[src/rtl/acp_pkg.sv]
package acp_pkg;
  typedef enum logic {
    FRM_SEL = 1'b0,
    FRM_SYNC = 1'b1
  } frame_mode_e;
endpackage

[src/rtl/acp_sync.sv]
module acp_sync #(
  parameter int W = 4,
  parameter int STAGES = 2,
  parameter logic [W-1:0] RST_VAL = '0
) (
  input  logic         clk,
  input  logic         rst,
  input  logic [W-1:0] din,
  output logic [W-1:0] dout
);
  logic [W-1:0] stage [STAGES];

  always_ff @(posedge clk) begin
    if (rst) begin
      for (int i = 0; i < STAGES; i++) stage[i] <= RST_VAL;
    end else begin
      stage[0] <= din;
      for (int i = 1; i < STAGES; i++) stage[i] <= stage[i-1];
    end
  end

  assign dout = stage[STAGES-1];
endmodule

[src/rtl/acp_framer.sv]
module acp_framer
  import acp_pkg::*;
(
  input  logic        clk,
  input  logic        rst,
  input  logic        cs_s,
  input  logic        fs_s,
  input  logic        sclk_s,
  output logic        frame_start,
  output logic        rx_arm,
  output logic        cs_fall,
  output logic        cs_rise,
  output logic        fs_rise,
  output logic        cap_edge,
  output logic        lau_edge,
  output frame_mode_e mode
);
  logic cs_q, fs_q, sclk_q;
  logic fs_fall, sclk_rise, sclk_fall, sync_start;

  always_ff @(posedge clk) begin
    if (rst) begin
      cs_q   <= 1'b1;
      fs_q   <= 1'b1;
      sclk_q <= 1'b1;
      mode   <= FRM_SEL;
    end else begin
      cs_q   <= cs_s;
      fs_q   <= fs_s;
      sclk_q <= sclk_s;
      if (sync_start)   mode <= FRM_SYNC;
      else if (cs_fall) mode <= FRM_SEL;
    end
  end

  always_comb begin
    cs_fall     = cs_q & ~cs_s;
    cs_rise     = ~cs_q & cs_s;
    fs_fall     = fs_q & ~fs_s;
    fs_rise     = ~fs_q & fs_s;
    sclk_rise   = ~sclk_q & sclk_s;
    sclk_fall   = sclk_q & ~sclk_s;
    sync_start  = fs_fall & ~cs_s;
    frame_start = cs_fall | sync_start;
    rx_arm      = (cs_fall & fs_s) | sync_start;
    cap_edge    = (mode == FRM_SYNC) ? sclk_fall : sclk_rise;
    lau_edge    = (mode == FRM_SYNC) ? sclk_rise : sclk_fall;
  end
endmodule

[src/rtl/acp_rx.sv]
module acp_rx #(
  parameter int WORD_W = 16,
  parameter int CODE_W = 4,
  parameter logic [CODE_W-1:0] CFG_WR_CODE = 'hA
) (
  input  logic                     clk,
  input  logic                     rst,
  input  logic                     frame_start,
  input  logic                     rx_arm,
  input  logic                     cs_rise,
  input  logic                     cap_edge,
  input  logic                     sdi_s,
  output logic                     cmd_valid,
  output logic [CODE_W-1:0]        cmd_code,
  output logic [WORD_W-CODE_W-1:0] cmd_payload,
  output logic [WORD_W-CODE_W-1:0] cfg_word
);
  localparam int CNT_W = $clog2(WORD_W);
  localparam logic [CNT_W-1:0] LAST = CNT_W'(WORD_W - 1);

  logic              rx_en;
  logic [CNT_W-1:0]  cnt;
  logic [WORD_W-1:0] shreg, word_next;

  assign word_next = {shreg[WORD_W-2:0], sdi_s};

  always_ff @(posedge clk) begin
    if (rst) begin
      rx_en       <= 1'b0;
      cnt         <= '0;
      shreg       <= '0;
      cmd_valid   <= 1'b0;
      cmd_code    <= '0;
      cmd_payload <= '0;
      cfg_word    <= '0;
    end else begin
      cmd_valid <= 1'b0;
      if (frame_start) begin
        rx_en <= rx_arm;
        cnt   <= '0;
      end else if (cs_rise) begin
        rx_en <= 1'b0;
      end else if (cap_edge && rx_en) begin
        shreg <= word_next;
        cnt   <= cnt + 1'b1;
        if (cnt == LAST) begin
          rx_en       <= 1'b0;
          cmd_valid   <= 1'b1;
          cmd_code    <= word_next[WORD_W-1 -: CODE_W];
          cmd_payload <= word_next[WORD_W-CODE_W-1:0];
          if (word_next[WORD_W-1 -: CODE_W] == CFG_WR_CODE)
            cfg_word <= word_next[WORD_W-CODE_W-1:0];
        end
      end
    end
  end
endmodule

[src/rtl/acp_tx.sv]
module acp_tx
  import acp_pkg::*;
#(
  parameter int WORD_W = 16
) (
  input  logic              clk,
  input  logic              rst,
  input  logic              frame_start,
  input  logic              cs_rise,
  input  logic              kill,
  input  logic              lau_edge,
  input  frame_mode_e       mode,
  input  logic [WORD_W-1:0] result_word,
  output logic              sdo,
  output logic              sdo_oe
);
  localparam int CNT_W = $clog2(WORD_W);
  localparam logic [CNT_W-1:0] LAST = CNT_W'(WORD_W - 1);

  logic [WORD_W-1:0] shreg;
  logic [CNT_W-1:0]  lcnt;

  always_ff @(posedge clk) begin
    if (rst) begin
      shreg  <= '0;
      lcnt   <= '0;
      sdo_oe <= 1'b0;
    end else if (frame_start) begin
      shreg  <= result_word;
      lcnt   <= '0;
      sdo_oe <= 1'b1;
    end else if (cs_rise || kill) begin
      sdo_oe <= 1'b0;
    end else if (lau_edge && sdo_oe) begin
      shreg <= {shreg[WORD_W-2:0], 1'b0};
      if (lcnt != LAST) lcnt <= lcnt + 1'b1;
      if (mode == FRM_SYNC && lcnt == LAST) sdo_oe <= 1'b0;
    end
  end

  assign sdo = shreg[WORD_W-1];
endmodule

[src/rtl/acp_irq.sv]
module acp_irq (
  input  logic clk,
  input  logic rst,
  input  logic int_mode,
  input  logic conv_busy,
  input  logic cs_fall,
  input  logic fs_rise,
  output logic irq_n,
  output logic kill
);
  logic busy_q, pend, pend_next;

  always_comb begin
    kill      = int_mode & busy_q & ~conv_busy;
    pend_next = pend;
    if (!int_mode)              pend_next = 1'b0;
    else if (kill)              pend_next = 1'b1;
    else if (cs_fall | fs_rise) pend_next = 1'b0;
  end

  always_ff @(posedge clk) begin
    if (rst) begin
      busy_q <= 1'b0;
      pend   <= 1'b0;
      irq_n  <= 1'b1;
    end else begin
      busy_q <= conv_busy;
      pend   <= pend_next;
      irq_n  <= int_mode ? ~pend_next : ~conv_busy;
    end
  end
endmodule

[src/rtl/adc_cmd_port.sv]
module adc_cmd_port
  import acp_pkg::*;
#(
  parameter int WORD_W = 16,
  parameter int CODE_W = 4,
  parameter int SYNC_STAGES = 2,
  parameter logic [CODE_W-1:0] CFG_WR_CODE = 'hA,
  parameter int INT_SEL_BIT = 0
) (
  input  logic                     clk,
  input  logic                     rst,
  input  logic                     cs_n,
  input  logic                     fs,
  input  logic                     sclk,
  input  logic                     sdi,
  input  logic [WORD_W-1:0]        result_word,
  input  logic                     conv_busy,
  output logic                     sdo,
  output logic                     sdo_oe,
  output logic                     cmd_valid,
  output logic [CODE_W-1:0]        cmd_code,
  output logic [WORD_W-CODE_W-1:0] cmd_payload,
  output logic [WORD_W-CODE_W-1:0] cfg_word,
  output logic                     irq_n
);
  logic [3:0]  pins_s;
  logic        frame_start, rx_arm, cs_fall, cs_rise, fs_rise;
  logic        cap_edge, lau_edge, kill;
  frame_mode_e mode;

  acp_sync #(.W(4), .STAGES(SYNC_STAGES), .RST_VAL(4'b1110)) u_sync (
    .clk(clk), .rst(rst), .din({cs_n, fs, sclk, sdi}), .dout(pins_s)
  );

  acp_framer u_framer (
    .clk(clk), .rst(rst), .cs_s(pins_s[3]), .fs_s(pins_s[2]), .sclk_s(pins_s[1]),
    .frame_start(frame_start), .rx_arm(rx_arm), .cs_fall(cs_fall),
    .cs_rise(cs_rise), .fs_rise(fs_rise), .cap_edge(cap_edge),
    .lau_edge(lau_edge), .mode(mode)
  );

  acp_rx #(.WORD_W(WORD_W), .CODE_W(CODE_W), .CFG_WR_CODE(CFG_WR_CODE)) u_rx (
    .clk(clk), .rst(rst), .frame_start(frame_start), .rx_arm(rx_arm),
    .cs_rise(cs_rise), .cap_edge(cap_edge), .sdi_s(pins_s[0]),
    .cmd_valid(cmd_valid), .cmd_code(cmd_code), .cmd_payload(cmd_payload),
    .cfg_word(cfg_word)
  );

  acp_tx #(.WORD_W(WORD_W)) u_tx (
    .clk(clk), .rst(rst), .frame_start(frame_start), .cs_rise(cs_rise),
    .kill(kill), .lau_edge(lau_edge), .mode(mode), .result_word(result_word),
    .sdo(sdo), .sdo_oe(sdo_oe)
  );

  acp_irq u_irq (
    .clk(clk), .rst(rst), .int_mode(cfg_word[INT_SEL_BIT]), .conv_busy(conv_busy),
    .cs_fall(cs_fall), .fs_rise(fs_rise), .irq_n(irq_n), .kill(kill)
  );
endmodule

[config.mk]
export PLATFORM = sky130hd
export DESIGN_NAME = adc_cmd_port
export DESIGN_NICKNAME = d
export VERILOG_FILES = /design/src/rtl/acp_pkg.sv /design/src/rtl/acp_sync.sv /design/src/rtl/acp_framer.sv /design/src/rtl/acp_rx.sv /design/src/rtl/acp_tx.sv /design/src/rtl/acp_irq.sv /design/src/rtl/adc_cmd_port.sv
export SDC_FILE = /design/constraint.sdc
export NUM_CORES = 1
export LEC_CHECK = 0
export BUFFER_PORTS_ARGS = -buffer_cell sky130_fd_sc_hd__buf_2
export CORE_UTILIZATION = 55
export DETAILED_ROUTE_END_ITERATION = 6
export PLACE_DENSITY = 0.78
export SLEW_MARGIN = 15
export SYNTH_ARGS = -nofsm -noshare
export SYNTH_HDL_FRONTEND = slang
export SYNTH_SLANG_ARGS = --single-unit
[constraint.sdc]
create_clock -name clk -period 3 [get_ports clk]
set_input_delay 0.3 -clock clk [delete_from_list [all_inputs] [get_ports clk]]
set_output_delay 0.3 -clock clk [all_outputs]
set_load 0.02 [all_outputs]
# Word level (Yosys, flattened, before mapping)
# Memories as Yosys holds them, arrays and structs flattened.
# Cells that the tools add are included.
totals:
  ramBits: 8
  mem_count: 1
  reg_bits: 77
  elab_cells: 97
  out_inout_bits: 32
  input_bits: 23
classes:
  n_addsub: 2
  n_eq_ne: 5
  muxes: 25
  n_reduce_logical: 20
  bitwise_logic: 27
mem_list:
  columns: ["memory", "depth", "word_bits", "read_ports", "rd_clocked_by_memory_dff", "write_ports", "line_no", "source"]
  rows:
  - ["u_sync.stage", 2, 4, 2, 0, 2, "acp_sync.sv:11", "logic [W-1:0] stage [STAGES];"]
op_table:
  columns: ["op", "n"]
  rows:
  - ["16-bit 2-to-1 mux", 3]
  - ["1-bit 2-to-1 mux", 20]
  - ["4-bit equality test (second input constant)", 3]
  - ["1-bit NOT", 12]
  - ["3-bit nonzero test", 4]
  - ["1-bit bitwise AND", 10]
  - ["4-bit by 1-bit adder with 4-bit output (second input constant)", 2]
  - ["4-bit 2-to-1 mux", 2]
  - ["2-bit AND reduction", 4]
  - ["3-bit AND reduction", 2]
  - ["1-bit OR", 5]
  - ["5-bit AND reduction", 1]
  - ["4-bit inequality test (second input constant)", 1]
  - ["4-bit AND reduction", 1]
  - ["2-bit nonzero test", 2]
  - ["4-bit OR reduction", 1]
  - ["1-bit logical AND", 3]
  - ["2-bit inequality test (second input constant)", 1]
  - ["2-bit OR reduction", 1]
  - ["1-bit logical OR", 1]

# Depth between registers and ports, before layout
# Gate-level depths: netlist (run 1).
logic_depth:
  depth_word: 8
  ltp_mapped: 6
  ltp_nobuf: 5

# Modules after synthesis
# Synthesis (run 1) repeated with hierarchy kept, for this count alone.
hier_totals:
  hier_cells: 389
  hier_area_um2: 3515.9
modules_own_cells:
  columns: ["mod", "n_inst", "area_per_inst_um2", "cells_each", "seq_area_each_um2"]
  rows:
  - ["acp_rx", 1, 1966.9, 219, 980.9]
  - ["acp_tx", 1, 1008.5, 117, 420.4]
  - ["acp_sync", 1, 240.2, 20, 160.2]
  - ["acp_framer", 1, 190.2, 22, 80.1]
  - ["acp_irq", 1, 110.1, 11, 60.1]

# Worst setup path before layout (run 1)
# Ideal clock, no wire load.
synth_path:
  kind: "reg-to-reg"
  start: "register u_framer.sclk_q"
  end: "register u_tx.lcnt[3]"
  n_path_buf: 0
  slack_ps: 1538
  synth_period_minus_slack_ps: 1462
  required_ps: 2885
  path_stages_with_launch: 5
  arrival_ps: 1347
  setup_ps: 115
  cell_sequence: "dfxtp_1 > nor3b_1 > o2111ai_4 > o31a_1 > o21a_1"
synth_via:
  elab_chain_len: 5
  elab_cells_between_ends: 6
  cone_classes: "mux: 1; bitwise: 3; reduce/logical: 2"
synth_rtl:
  columns: ["element", "line_no", "source"]
  rows:
  - ["start: declaration", "acp_framer.sv:18", "logic cs_q, fs_q, sclk_q;"]
  - ["start signal: assignment", "acp_framer.sv:30", "sclk_q <= sclk_s;"]
  - ["1-bit NOT", "acp_framer.sv:41", "sclk_rise = ~sclk_q & sclk_s;"]
  - ["1-bit bitwise AND", "acp_framer.sv:41", null]
  - ["1-bit 2-to-1 mux (*)", "acp_framer.sv:47", "lau_edge = (mode == FRM_SYNC) ? sclk_rise : sclk_fall;"]
  - ["1-bit logical AND (*)", "acp_tx.sv:34", "end else if (lau_edge && sdo_oe) begin"]
  - ["3-bit AND reduction (no source line) (*)", null, null]
  - ["end signal: assignment", "acp_tx.sv:36", "if (lcnt != LAST) lcnt <= lcnt + 1'b1;"]
  - ["end: declaration", "acp_tx.sv:21", "logic [CNT_W-1:0] lcnt;"]
# Mark *: on every way between the ends. The rest lies on a longest branch, timed or not.
# A chain may end at the register's enable or synchronous reset.

# Worst setup path after layout (run 1)
# Same ends and word-level chain as after synthesis.

==> flow_metrics.py, run 1 <==
metrics = {
    "run_status": {
        "status": "finished, final reports clean",
    },
    "floorplan": {
        "dieArea_um2": 6650,
        "die_h_um": 81.5,
        "die_w_um": 81.5,
        "core_area_um2": 6030,
        "ios": 55,
        "rows": 28,
        "start_util_pct": 57.7,
    },
    "grt": {
        "grt_remaining_overflow": 0,
        "grt_pass1_vias": 2334,
        "grt_use_total_pct": 20.0,
        "grt_pass1_wl_mm": 10.2,
        "grt_antenna_before_repair": 0,
        "grt_max_degree": 58,
    },
    "timing": {
        "rsz0062_at_grt": "no",
        "final.period_utilization_pct": 66.0,
        "finalHoldViolations": 0,
        "setup_tns_ps": 0,
        "relSlewSlack_pct": 41.0,
        "max_freq_ghz": 0.505,
        "worst_pin_slew_ps": 885,
        "setup_violations": 0,
        "period_minus_slack_ps": 1980,
        "fin_worst_skew_ps": 12.0,
        "slew_viol_final": 0,
    },
    "critical_path": {
        "rrSetupSlack_ps": 1020,
        "critPathArrivalTime_ps": 2220,
        "r2r_end": "u_tx.lcnt[3]$_SDFFE_PP0P_",
        "cp-startpoint": "u_framer.sclk_q$_SDFF_PP1_",
        "cp-endpoint": "u_tx.lcnt[3]$_SDFFE_PP0P_",
        "reg2reg_from": "u_framer.sclk_q$_SDFF_PP1_",
        "critPathMaxFanout": 24,
        "critPathRequiredTime_ps": 3240,
        "cp-end-kind": "flop",
        "critPathLaunchType": "flop",
        "path_class": "flop to flop",
        "r2r_cells": 4,
    },
    "routing": {
        "drt_iter0_drc": 99,
        "firstDrtPassIters": 4,
        "route.detailed.drc": 0,
        "drt.antenna.violating_nets": 0,
        "routed_wl_mm": 6.37,
        "wire_per_inst_um": 13.7,
        "vias": 2493,
        "avgViaCountPerCell": 5.36,
    },
    "power": {
        "power_mw": 2.22,
        "p_leak_nw": 1.80,
        "ir_drop_mv": 0.358,
        "power_density_nw_per_um2": 556,
    },
    "final_layout": {
        "stdcell_count": 465,
        "multi_input_area_um2": 1640,
        "mostFrequentLayoutCell": "dfxtp_1",
        "area_delta_synth_final_pct": 14.8,
        "n_fill_cell": 491,
        "layout_common_cells": "85 x dfxtp_1, 54 x buf_2, 52 x mux2i_1",
        "diodes": 0,
        "regArea_um2": 1700,
        "drive_above_1_share_pct": 23.3,
        "fin_nets": 410,
    },
    "cts": {
        "ctsHoldBuffers": 0,
        "clock_latency_ps": 350,
        "cts-htree-levels": 3,
        "cts_resized": 0,
        "numCtsBuffers": 9,
        "clock_path_buffers": 2,
        "cts.sink_count": 85,
        "cts-root-buf": "clkbuf_8",
        "cts_tree": "built",
        "path_clk_slew_ps": 80,
        "post-cts-setup-buffers": 0,
    },
    "run": {
        "max_cap_violations": 0,
    },
    "placement": {
        "placed_cells": 449,
        "dp_hpwl_mm": 4.23,
        "port_buffers": 54,
        "gp_congestion": 0.878,
    },
    "synth": {
        "syn-num-nets": 362,
        "yosysTopAreaCell": "dfxtp_1",
        "netlist_area_um2": 3480,
        "synth_ff_type": "dfxtp_1",
        "synthArstFlopShare_pct": 0,
        "synth_top_area_share_pct": 48.9,
        "postSynthAreaPerCell_um2": 10.3,
        "ys_types": 48,
        "synth_cells": 337,
        "synth_seq_cells": 85,
        "yosysSeqAreaShare_pct": 48.9,
        "synth_edf_count": 0,
        "ys.warnings.count": 0,
        "netlist_top_cells_area": "dfxtp_1 49%, mux2i_1 15%, nand2b_1 8.1%",
    },
    "min_path": {
        "hold_path.class": "input port to flop",
    },
}
final cells by class:
type                            count  area share (%)
Sequential cell                    85            42.6
Multi-Input combinational cell    228            41.1
Timing Repair Buffer               57            7.33
Clock buffer                        9            3.10
Clock inverter                      7            3.10
Tap cell                           75            2.35
Inverter                            4           0.376
state kept, by name (all words and copies together) (netlist names):
register	count
u_tx.shreg	16
u_rx.shreg	15
u_rx.cfg_word	12
u_rx.cmd_payload	12
u_sync.stage	8
u_rx.cmd_code	4
u_rx.cnt	4
u_tx.lcnt	4
u_framer.cs_q	1
u_framer.fs_q	1
u_framer.mode	1
u_framer.sclk_q	1
u_irq.busy_q	1
u_irq.irq_n	1
u_irq.pend	1
u_rx.cmd_valid	1
u_rx.rx_en	1
u_tx.sdo_oe	1
layer usage:
layer / up-vias / share of wire [%] / track usage, %
li1: 1266 / - / -
met1: 1169 / 48 / 24.7
met2: 51 / 47 / 33.6
met3: 7 / 3.5 / 4.22
met4: 0 / 0.99 / 8.75
met5: - / 0 / 0
cell usage after synthesis (2+ instances only):
| cell type | n |
|---|---|
| o211ai_1 | 2 |
| nor3b_1 | 2 |
| clkbuf_1 | 13 |
| nand2b_1 | 45 |
| nand3b_1 | 2 |
| buf_4 | 3 |
| or2_2 | 10 |
| a211oi_1 | 12 |
| o21a_1 | 2 |
| ha_1 | 2 |
| a21oi_1 | 10 |
| nor2_1 | 26 |
| o21ai_1 | 11 |
| mux2i_1 | 52 |
| dfxtp_1 | 85 |
| nor3_1 | 3 |
| inv_1 | 4 |
| nor2b_1 | 4 |
| nand3_1 | 7 |
| o2bb2ai_1 | 2 |
| buf_6 | 3 |
| nand2_1 | 6 |
| nand4b_1 | 5 |
| nand4_1 | 2 |
kinds of logic after synthesis:
group / count (synthesis) / share of synthesized area (%)
adder cells (fa/ha/maj): 2 / 0.719
multiplexers: 52 / 15.0
AO/OA/AOI/OAI: 50 / 10.4
buffers and inverters: 24 / 4.03
flip-flops: 85 / 48.9
AND/OR/NAND/NOR: 122 / 20.5
XOR/XNOR: 2 / 0.504
through the flow:
stage               utilization [%]  setup slack [ps]  area, um^2  hold WS, ps
floorplan                         -              1540        3480          389
global placement               62.1              1000        3740          392
detailed placement             62.1               920        3740          399
CTS                            66.2               860        3990          120
global route                   66.3               862        3990          129
finish                         66.3              1020        3990          131
power by group:
group	total (mW)	switching, mW	internal, mW	leakage [nW]
clock network	0.968	0.411	0.557	0.120
registers	1.16	0.0121	1.15	0.689
logic	0.0948	0.0493	0.0455	0.994
total	2.22	0.472	1.75	1.80
how the worst min path moves through the flow:
stage,start,to,depth (start not counted)
floorplan,u_sync.stage[0][1]$_SDFF_PP1_,u_sync.stage[0][5]$_SDFF_PP1_,1
global placement,u_sync.stage[0][1]$_SDFF_PP1_,u_sync.stage[0][5]$_SDFF_PP1_,1
detailed placement,u_sync.stage[0][1]$_SDFF_PP1_,u_sync.stage[0][5]$_SDFF_PP1_,1
CTS,sclk,u_sync.stage[0][1]$_SDFF_PP1_,2
global route,cs_n,u_sync.stage[0][3]$_SDFF_PP1_,2
finish,sclk,u_sync.stage[0][1]$_SDFF_PP1_,2
worst max-delay path, stage by stage (launching register included):
cell and delay [ps]:
dfxtp_1 400, nor3b_1 370, o2111ai_4 480, o31a_1 450
o21a_1 180
Note: power is estimated with default switching activity, not from simulation.
==> inputs of run 2 (changes only) <==
Settings changed: ABC_AREA from default to 1, CORE_UTILIZATION 55 to 51, PLACE_DENSITY 0.78 to 0.76.
Clock period 3 ns to 1.8 ns, I/O delays scaled along.
==> flow_metrics.py, run 2 <==
metrics = {
    "critical_path": {
        "crit_slowest_cell": "dfxtp_1",
        "critPathArrivalTime_ps": 1780,
        "critPathRequiredTime_ps": 2050,
        "cp-end-kind": "flop",
        "slowest_delay_ps": 380,
        "critPathLaunchType": "flop",
        "critPathMaxFanout": 29,
        "path_cells": "ha_1 -> nand2_1 -> nor2_2 -> nand3_2 -> nor2_4 -> buf_12 -> nand2_1 -> nand2_1 -> nor2_1",
        "path_buf_inv": 1,
        "path_class": "flop to flop",
        "cp_top_family": "simple AND/OR/NAND/NOR gates",
        "timing.critical_path.mode_cell": "nand2_1",
    },
    "grt": {
        "grt_antenna_before_repair": 0,
        "grt_pass1_vias": 2566,
        "grt_use_total_pct": 19.5,
        "grt_remaining_overflow": 0,
        "grt_pass1_wl_mm": 11.4,
        "grt_max_degree": 30,
    },
    "timing": {
        "max_freq_ghz": 0.657,
        "final.period_utilization_pct": 84.6,
        "fin_worst_skew_ps": 11.9,
        "finalHoldViolations": 0,
        "slew_viol_final": 0,
        "fin_hold_ws_ps": 35.1,
        "setup_violations": 0,
        "period_minus_slack_ps": 1520,
        "relSlewSlack_pct": 81.7,
        "worst_pin_slew_ps": 274,
        "setup_tns_ps": 0,
        "rsz0062_at_grt": "no",
        "layout_setup_ws_ps": 278,
    },
    "synth": {
        "netlist_area_um2": 3600,
        "synth_edf_count": 0,
        "ys_types": 33,
        "syn-num-nets": 492,
        "synth.area.mux_share_pct": 0,
        "yosysMostFrequentCell": "nand2_1",
        "synthArstFlopShare_pct": 0,
        "synth_common_cells": "123 x nand2_1, 85 x dfxtp_1, 72 x nor2_1",
        "ys.warnings.count": 0,
        "synth_ff_type": "dfxtp_1",
        "yosysTopAreaCell": "dfxtp_1",
        "synth_top_area_share_pct": 47.3,
        "synth_fa_ha_area_share_pct": 0.696,
        "synth-xor-area-share_pct": 0.974,
        "postSynthAreaPerCell_um2": 7.70,
        "yosys.area_share.simple_pct": 34.5,
        "synth_top_family_by_area": "simple AND/OR/NAND/NOR gates",
        "netlist_top_cells_area": "dfxtp_1 47%, nand2_1 13%, nor2_1 7.5%",
        "yosysSeqAreaShare_pct": 47.3,
        "synth_seq_cells": 85,
        "synth_cells": 467,
        "synth_compound_area_share_pct": 7.69,
    },
    "final_layout": {
        "layout_common_cells": "123 x nand2_1, 85 x dfxtp_1, 72 x nor2_1",
        "largest_reg_flops": 16,
        "mostFrequentLayoutCell": "nand2_1",
        "area_delta_synth_final_pct": 14.3,
        "fin_nets": 545,
        "drive_above_1_share_pct": 23.9,
        "reg_top3": "u_tx.shreg x16, u_rx.shreg x15",
        "n_fill_cell": 625,
        "diodes": 0,
        "top_register": "u_tx.shreg",
    },
    "routing": {
        "wire_per_inst_um": 11.0,
        "avgViaCountPerCell": 4.69,
        "drt_iter0_drc": 87,
        "firstDrtPassIters": 4,
        "routed_wl_mm": 6.83,
        "route.detailed.drc": 0,
        "vias": 2905,
        "drt.antenna.violating_nets": 0,
    },
    "cts": {
        "clock_path_buffers": 2,
        "clock_latency_ps": 350,
        "cts.sink_count": 85,
        "cts-root-buf": "clkbuf_8",
        "ctsHoldBuffers": 3,
        "cts-htree-levels": 3,
        "cts_resized": 0,
        "cts_tree": "built",
        "numCtsBuffers": 9,
        "post-cts-setup-buffers": 0,
        "path_clk_slew_ps": 80,
    },
    "placement": {
        "post-place-ws_ps": 277,
        "gp_congestion": 0.759,
        "dp_hpwl_mm": 4.75,
        "port_buffers": 54,
    },
    "floorplan": {
        "die_w_um": 86.0,
        "start_util_pct": 52.9,
        "ios": 55,
        "rows": 30,
        "dieArea_um2": 7390,
        "core_area_um2": 6790,
        "die_h_um": 86.0,
    },
    "power": {
        "p_leak_nw": 1.77,
        "power_mw": 3.54,
        "ir_drop_mv": 0.453,
        "power_density_nw_per_um2": 861,
    },
    "run_status": {
        "status": "finished, final reports clean",
    },
    "run": {
        "max_cap_violations": 0,
    },
    "min_path": {
        "hold_path.class": "input port to flop",
    },
}
==> run 2: kinds of logic (layout without fill, tap and decap cells) <==
family	Yosys count	after routing
AND/OR/NAND/NOR	270	270
flip-flops	85	85
buffers and inverters	58	115
AO/OA/AOI/OAI	48	48
adder cells (fa/ha/maj)	2	2
XOR/XNOR	4	4
==> run 2: worst paths after layout <==
check	startpoint	to	slack (ps)	cells past startpoint
setup / recovery	u_rx.cnt[0]$_SDFFE_PP0P_	u_rx.cmd_payload[11]$_SDFFE_PP0P_	280	9
setup reg to reg	u_rx.cnt[0]$_SDFFE_PP0P_	u_rx.cmd_payload[11]$_SDFFE_PP0P_	280	9
hold reg to reg	u_sync.stage[0][0]$_SDFF_PP0_	u_sync.stage[0][4]$_SDFF_PP0_	410	2
hold / removal	sdi	u_sync.stage[0][0]$_SDFF_PP0_	40	3
==> run 2: area by class of cell <==
cell class | instances | area [um^2] | area share (%)
Inverter | 36 | 140 | 3.41
Tap cell | 96 | 120 | 2.92
Clock buffer | 12 | 165 | 4.02
Sequential cell | 85 | 1700 | 41.4
Clock inverter | 3 | 43.8 | 1.06
Multi-Input combinational cell | 324 | 1580 | 38.3
Timing Repair Buffer | 64 | 365 | 8.88
==> run 2: routing by layer <==
layer / vias to the layer above / wire (um) / global-route usage (%) / share of wire [%]
met4: 0 / 107 / 8.33 / 1.6
li1: 1557 / - / - / -
met3: 9 / 307 / 4.72 / 4.5
met1: 1278 / 3490 / 26.5 / 51
met5: - / 0 / 0 / 0
met2: 61 / 2920 / 29.7 / 43
==> run 2: stage by stage <==
step                utilization [%]  std cells  area (um^2)
floorplan                         -        467         3600
global placement               57.0        602         3870
detailed placement             57.0        602         3870
CTS                            60.5        620         4110
global route                   60.5        620         4110
finish                         60.5        620         4110
==> run 2: report_power, final <==
group,total (mW),switching [mW],internal [mW]
clock network,1.39,0.643,0.748
logic,0.213,0.131,0.0818
registers,1.94,0.0194,1.92
total,3.54,0.793,2.75
==> run 2: worst reg2reg max path, stage by stage (launching register included) <==
cell     delay [ps]
dfxtp_1         380
ha_1            200
nand2_1          70
nor2_2          130
nand3_2         120
nor2_4          170
buf_12          190
nand2_1          70
nand2_1          60
nor2_1           40
==> inputs of run 3 (changes only) <==
Settings changed: CORE_UTILIZATION 51 to 55, PLACE_DENSITY 0.76 to 0.78.
Clock period 1.8 ns to 1.41 ns, I/O delays scaled along.
==> flow_metrics.py, run 3 (synthesis results as in run 2) <==
metrics = {
    "run_status": {
        "violations": "negative setup slack",
        "status": "finished, violations left",
    },
    "power": {
        "p_leak_nw": 1.90,
        "ir_drop_mv": 0.746,
        "power_density_nw_per_um2": 1070,
    },
    "min_path": {
        "worstHoldPathCells": 3,
        "hold_start": "conv_busy",
        "hold-path-endpoint": "u_irq.busy_q$_SDFF_PP0_",
        "hold_path.class": "input port to flop",
    },
    "placement": {
        "dp_hpwl_mm": 4.61,
        "post-place-ws_ps": -42.2,
        "gp_congestion": 0.805,
        "placed_cells": 591,
        "port_buffers": 54,
    },
    "floorplan": {
        "core_area_um2": 6310,
        "rows": 29,
        "dieArea_um2": 6870,
        "ios": 55,
        "die_h_um": 82.9,
        "die_w_um": 82.9,
        "start_util_pct": 57.0,
    },
    "final_layout": {
        "fin_nets": 561,
        "layout_common_cells": "115 x nand2_1, 82 x dfxtp_1, 70 x nor2_1",
        "diodes": 0,
        "reg_top3": "u_tx.shreg x16, u_rx.shreg x15",
        "mostFrequentLayoutCell": "nand2_1",
        "stdcell_count": 618,
        "largest_reg_flops": 16,
        "top_register": "u_tx.shreg",
        "drive_above_1_share_pct": 29.2,
        "area_delta_synth_final_pct": 21.6,
    },
    "critical_path": {
        "reg2reg_from": "u_rx.cnt[1]$_SDFFE_PP0P_",
        "cp-end-kind": "flop",
        "path_cells": "ha_4 -> nand2_2 -> nor2_4 -> nand3_2 -> nor2_4 -> buf_12 -> clkbuf_16 -> nand2_1 -> nand2_1 -> nor2_1",
        "critPathLaunchType": "flop",
        "critPathArrivalTime_ps": 1720,
        "r2r_end": "u_rx.cmd_payload[1]$_SDFFE_PP0P_",
        "critPathMaxFanout": 7,
        "path_class": "flop to flop",
        "r2r_cells": 10,
        "critPathRequiredTime_ps": 1670,
        "crit_slowest_cell": "dfxtp_2",
        "slowest_delay_ps": 370,
        "rrSetupSlack_ps": -50,
    },
    "routing": {
        "wl_met3_um": 359,
        "firstDrtPassIters": 4,
        "routed_wl_mm": 7.29,
        "routed.top_layer": "met4",
        "avgViaCountPerCell": 4.96,
        "wl_met2_mm": 3.33,
        "wire_per_inst_um": 11.8,
        "route.detailed.drc": 0,
        "drt.antenna.violating_nets": 0,
        "vias": 3064,
        "met1_length_mm": 3.46,
        "drt_iter0_drc": 154,
    },
    "cts": {
        "path_clk_slew_ps": 90,
        "cts-htree-levels": 3,
        "clock_latency_ps": 360,
        "numCtsBuffers": 9,
        "cts.sink_count": 85,
        "clock_path_buffers": 2,
        "cts-root-buf": "clkbuf_8",
        "cts_tree": "built",
    },
    "grt": {
        "grt_max_degree": 41,
        "grt_remaining_overflow": 0,
        "grt_use_total_pct": 20.7,
        "grt_pass1_wl_mm": 11.6,
        "grt_pass1_vias": 2655,
        "grt_antenna_before_repair": 0,
    },
    "timing": {
        "period_minus_slack_ps": 1460,
        "setup_violations": 13,
        "relSlewSlack_pct": 78.4,
        "final.period_utilization_pct": 103,
        "slew_viol_final": 0,
        "max_freq_ghz": 0.686,
        "rsz0062_at_grt": "yes",
        "fin_worst_skew_ps": 10.4,
        "finalHoldViolations": 0,
        "layout_setup_ws_ps": -47.4,
        "worst_pin_slew_ps": 324,
    },
    "run": {
        "max_cap_violations": 0,
    },
}
## run 3: per-stage QoR
stage          TNS [ps]  cell area, um^2  power [mW]  hold slack [ps]  utilization [%]
3_3_place_gp          0             3940        2.79              324             62.3
6_report           -279             4380        4.68             47.6             69.3
3_5_place_dp      -54.2             3940        2.80              326             62.3
2_1_floorplan         0             3600        2.73              245                -
4_1_cts           -21.3             4220        4.70             39.2             66.8
5_1_grt           -1940             4380        4.85             77.0             69.3
## run 3: cell type report
cell class	count	area, um^2
clock buffers	12	155
clock inverters	4	70.1
fillers	527	1940
inverters	36	145
multi-input cells	325	1640
flip-flops and latches	85	1710
well taps	77	96.3
repair buffers	79	564
## run 3: worst max-delay path by stage
stage,start,endpoint,depth (start not counted)
after CTS,u_rx.cnt[0]$_SDFFE_PP0P_,u_rx.cfg_word[5]$_SDFFE_PP0P_,8
after detailed placement,u_rx.cnt[0]$_SDFFE_PP0P_,u_rx.cfg_word[5]$_SDFFE_PP0P_,8
final,u_rx.cnt[1]$_SDFFE_PP0P_,u_rx.cmd_payload[1]$_SDFFE_PP0P_,10
after floorplan,u_rx.cnt[0]$_SDFFE_PP0P_,u_rx.cfg_word[1]$_SDFFE_PP0P_,9
after global routing,u_rx.cnt[1]$_SDFFE_PP0P_,u_rx.cmd_payload[1]$_SDFFE_PP0P_,10
after global placement,u_rx.cnt[0]$_SDFFE_PP0P_,u_rx.cfg_word[4]$_SDFFE_PP0P_,8
## run 3: layer usage
layer | GRT usage [%] | vias up
met5 | 0 | -
met4 | 11.3 | 0
met3 | 3.58 | 13
met2 | 31.7 | 80
met1 | 27.9 | 1378
li1 | - | 1593
## run 3: worst max-delay path, delay by kind of cell, from the launching register on
kind / cells / cell delay, ps
AND/OR/NAND/NOR: 7 / 560
flip-flops: 1 / 370
buffers and inverters: 2 / 290
adder cells (fa/ha/maj): 1 / 150
## run 3: repair_timing
action                                  in CTS  in global routing
endpoints found under the setup margin      12                 60
hold buffers                                 4                  0
endpoints found under the hold margin        4                  0
resized for setup                            7                 19
setup buffers                                0                  3
gates cloned                                 0                  4
pin swaps                                    3                 13
## run 3: where the power goes
group / switching, mW / internal [mW] / leakage, nW
Sequential: 0.0263 / 2.45 / 0.690
Clock: 0.835 / 1.09 / 0.116
Combinational: 0.170 / 0.112 / 1.09
